File: config.mk
export PLATFORM = sky130hd
export DESIGN_NAME = lv_byte_deser
export DESIGN_NICKNAME = d
export VERILOG_FILES = /design/src/rtl/lv_byte_deser.sv
export SDC_FILE = /design/constraint.sdc
export NUM_CORES = 1
export LEC_CHECK = 0
export ABC_AREA = 1
export CORE_MARGIN = 1.5
export CORE_UTILIZATION = 50
export CTS_CLUSTER_SIZE = 28
export DETAILED_ROUTE_END_ITERATION = 16
export GPL_TIMING_DRIVEN = 0
export PLACE_DENSITY = 0.83
export SLEW_MARGIN = 25
export SYNTH_ARGS = -nofsm -noshare
export SYNTH_HDL_FRONTEND = slang
export SYNTH_SLANG_ARGS = --single-unit
File: constraint.sdc
create_clock -name clk -period 1.9 [get_ports clk]
set_input_delay 0.285 -clock clk [delete_from_list [all_inputs] [get_ports clk]]
set_output_delay 0.285 -clock clk [all_outputs]
set_load 0.01 [all_outputs]
File: src/rtl/lv_byte_deser.sv
module lv_byte_deser #(
  parameter int VEC_W = 20
) (
  input  logic             clk,
  input  logic             rst_n,
  input  logic [7:0]       rx_byte,
  input  logic             rx_is_ctrl,
  input  logic             rx_disp_err,
  input  logic             rx_code_err,
  output logic [VEC_W-1:0] vec_out,
  output logic             vec_valid,
  output logic             rx_err,
  output logic             synced
);
  localparam int NBYTES = (VEC_W + 7) / 8;
  localparam int CNT_W  = (NBYTES > 1) ? $clog2(NBYTES) : 1;

  logic [CNT_W-1:0] cnt_q;
  logic [VEC_W-1:0] shift_q;
  logic [VEC_W-1:0] shifted;
  logic             bad, take, last;

  assign bad     = rx_disp_err | rx_code_err;
  assign take    = synced & ~bad & ~rx_is_ctrl;
  assign last    = cnt_q == CNT_W'(NBYTES - 1);
  assign shifted = VEC_W'({shift_q, rx_byte});

  always_ff @(posedge clk) begin
    if (!rst_n) begin
      cnt_q     <= '0;
      shift_q   <= '0;
      vec_out   <= '0;
      vec_valid <= 1'b0;
      rx_err    <= 1'b0;
      synced    <= 1'b0;
    end else begin
      vec_valid <= 1'b0;
      rx_err    <= bad;
      if (bad) begin
        cnt_q <= '0;
      end else if (rx_is_ctrl) begin
        synced <= 1'b1;
        cnt_q  <= '0;
      end else if (take) begin
        shift_q <= shifted;
        if (last) begin
          vec_out   <= shifted;
          vec_valid <= 1'b1;
          cnt_q     <= '0;
        end else begin
          cnt_q <= cnt_q + 1'b1;
        end
      end
    end
  end
endmodule

# After elaboration in Yosys (flattened, before gate mapping)
# Cells that the tools add are included.
dict set report totals {
  register_bits 37
  in_bits 13
}
dict set report classes {
  add_sub_neg 1
  eq_ne 1
  mux 2
  bitwise 7
  reduce_logical 5
}
# cell n
set op_table {}
lappend op_table {{NOT 1 bit} 4}
lappend op_table {{AND reduction 4 bit} 1}
lappend op_table {{OR reduction 4 bit} 1}
lappend op_table {{AND reduction 3 bit} 1}
lappend op_table {{OR reduction 3 bit} 1}
lappend op_table {{adder 2 x 1 -> 2 bit (second input constant)} 1}
lappend op_table {{bitwise AND 1 bit} 2}
lappend op_table {{equality test 2 bit (second input constant)} 1}
lappend op_table {{two-way mux 2 bit} 1}
lappend op_table {{AND reduction 2 bit} 1}
lappend op_table {{two-way mux 1 bit} 1}
lappend op_table {{bitwise OR 1 bit} 1}

# Logic depth before layout (Yosys ltp)
dict set report logic_depth {
  ltp_word 6
  ltp_mapped 7
}

# Worst setup path after synthesis
# Ideal clock, no wire load.
dict set report synth_path {
  path_type {register -> register}
  startpoint {register synced}
  endpoint {register vec_out[10]}
  t_arrival_ns 1.048
  slack_ns 0.780
  stages_incl_launch_ff 6
  n_path_buf 1
  path_cell_list {dfxtp_1 > nand3_2 > nor2_4 > buf_6 > nand2_1 > a21oi_1}
}
dict set report synth_via {
  elab_chain_len 3
}
# item line
set synth_rtl {}
lappend synth_rtl {{from (decl)} 13} ;# output logic synced
lappend synth_rtl {{from (signal assigned)} 35} ;# synced <= 1'b0;
lappend synth_rtl {{from (signal assigned)} 42} ;# synced <= 1'b1;
lappend synth_rtl {{bitwise AND 1 bit (2 in a row)} 24} ;# assign take = synced & ~bad & ~rx_is_ctrl;
lappend synth_rtl {{AND reduction 4 bit (no source line)} --}
lappend synth_rtl {{to (signal assigned)} 47} ;# vec_out <= shifted;
lappend synth_rtl {{to (decl)} 10} ;# output logic [VEC_W-1:0] vec_out,
# No other way between the ends.
# A chain may end at the register's enable or synchronous reset.

# Final worst setup path
dict set report layout_path {
  startpoint {register synced}
  endpoint {output synced}
}
# No word-level cell between the ends.

==> results.cfg <==
[critical_path]
cp_slowest_cell = clkdlybuf4s50_1
crit_chain = clkdlybuf4s50_1
crit_fanout = 8
critPathRequiredTime_ps = 1620
cp.buffers_inverters = 1
max_stage_delay_ps = 580
end_kind = output port
critical_path_class = flip-flop to output port
path_delay_family = buffers and inverters
critical_path.startpoint_type = flip-flop
cp.arrival_ps = 1390

[detailed_routing]
wl_um = 2890
wl_per_cell_um = 12.0
drt-pass1-iter-count = 4
dr_total_vias = 1212
antenna_left = 0
via_per_inst = 5.05
drt_iter0_drc = 27
drc = 0

[grt]
grt_first_pass_wirelength_um = 4650
first_global_vias = 1104
antenna_found_initial = 0
gr-total-overflow = 0
grt_max_degree = 13
track_usage = 0.230

[floorplanning]
ioPinCount = 36
die_w_um = 54.2
fp.coreArea_um2 = 2480
die_y_um = 54.2
die-area_um2 = 2940
rows = 18
initial_utilization = 0.530

[yosys]
syn_area_um2 = 1310
yosysWarningCount = 0
netlist_top_cells_count = 43 x nand2_1, 37 x dfxtp_1, 31 x nor2_1, 17 x a21oi_1, 17 x o21ai_0
yosysUniqueCellTypes = 17
ys.flop_type = dfxtp_1
postSynthRegisterBits = 37
synthArstFlopShare = 0
synth_nets = 181
synth_edf_count = 0
yosysMostFrequentCell = nand2_1
synthTopCellsByArea = dfxtp_1 56%, nand2_1 12%, nor2_1 8.9%, a21oi_1 6.5%, o21ai_0 6.5%
syn_inst = 168
ys_seq_area_frac = 0.564
synth_top_area_cell = dfxtp_1
synth_area_per_cell_um2 = 7.81
synth.top_cell.area_share = 0.564

[timing]
finalCriticalPeriod_ps = 1680
fmax_mhz = 595
worstMarginPinSlew_ps = 458
fin_worst_hold_slack_ps = 245
slew_headroom = 0.694
hold_violations = 0
setup_viol = 0
rsz0062_at_grt = no
setup_tns_ps = 0
fin_skew_ps = 9.70
period_share = 0.884
drv_slew = 0

[place]
gp_congestion = 0.816
dpl-instance-area_um2 = 1690
dp_hpwl_um = 2020
portBuffers = 34

[layout]
layout-drive-gt1-share = 0.0857
multiInputGateArea_um2 = 495
fillers = 209
areaGrowthSynthToFinish_pct = 35.6
regArea_um2 = 741
fin_area_um2 = 1780
n_antenna_cell = 0
fin_nets = 222

[cts]
post_cts_buffers = 0
cts_tree = built
cts-root-buf = clkbuf_4
cts_resized = 0
cts.sink_count = 37
cts_buffers = 5
clock_path_buffers = 2
clk_latency_ps = 350
clk_pin_slew_worst_paths_ps = 110
cts_hold_buffers = 0
h-tree-depth = 2

[pwr]
power_density_nw_per_um2 = 796
p_leak_uw = 0.000713
peakVddDrop_mv = 0.722

[worst_hold_path]
hp-class = primary input to flip-flop

[run_status]
status = complete, no violations

[job]
drv_cap = 0
[worst paths after layout]
| kind | start | end | slack [ps] | depth (start not counted) |
|---|---|---|---|---|
| max | synced | synced | 220 | 1 |
| min | rst_n | vec_out[15] | 240 | 3 |
| max reg2reg | synced | vec_out[9] | 630 | 5 |
| min reg2reg | shift_q[5] | shift_q[5] | 470 | 2 |
[through the flow]
step | util | setup WS, ps | cells | total power, uW
after global routing | 0.718 | 168 | 240 | 1460
after detailed placement | 0.682 | 232 | 232 | 861
final | 0.718 | 220 | 240 | 1420
after CTS | 0.718 | 209 | 240 | 1430
after global placement | 0.682 | 270 | 232 | 860
after floorplan | - | 780 | 168 | 822
[report_power, final]
| part | switching, uW | internal (uW) | total (uW) |
|---|---|---|---|
| Sequential | 3.51 | 779 | 783 |
| Clock | 259 | 313 | 571 |
| Combinational | 30.2 | 31.4 | 61.5 |
[cell usage in the layout (no fill, tap or decap), drive strengths merged, types with 5 or more instances in the layout]
cell / synthesis / final
nand2: 43 / 43
dfxtp: 37 / 37
clkdlybuf4s50: 0 / 34
nor2: 33 / 33
a21oi: 17 / 17
o21ai: 17 / 17
inv: 7 / 7
clkbuf: 1 / 7
buf: 7 / 7
nand3: 5 / 5
[sequential cells by signal, indices dropped and copies added (netlist names)]
signal	count
vec_valid	1
shift_q	12
cnt_q	2
rx_err	1
synced	1
vec_out	20
[tightest hold or removal path: stages]
cell	delay (ps)
buf_2	160
o21ai_0	80
nor2_1	40
[final cells by class]
| class | count | share of cell area |
|---|---|---|
| timing repair buffer | 34 | 0.191 |
| clock inverter | 2 | 0.0211 |
| inverter | 8 | 0.0169 |
| clock buffer | 6 | 0.0288 |
| multi-input combinational | 115 | 0.278 |
| sequential | 37 | 0.416 |
| buffer | 8 | 0.0260 |
| tap | 30 | 0.0211 |
[cells by family after synthesis]
family | share of synthesized area
DFF | 0.564
AOI/OAI and AO/OA | 0.130
buffers and inverters | 0.0581
and+or+nand+nor | 0.248
[per-layer routing]
| metal | track usage | wire length (um) |
|---|---|---|
| met2 | 0.376 | 1390 |
| met5 | 0 | 0 |
| met3 | 0.0574 | 129 |
| met4 | 0.150 | 78 |
| met1 | 0.265 | 1290 |
No activity file was read; power rests on OpenSTA's default activity.
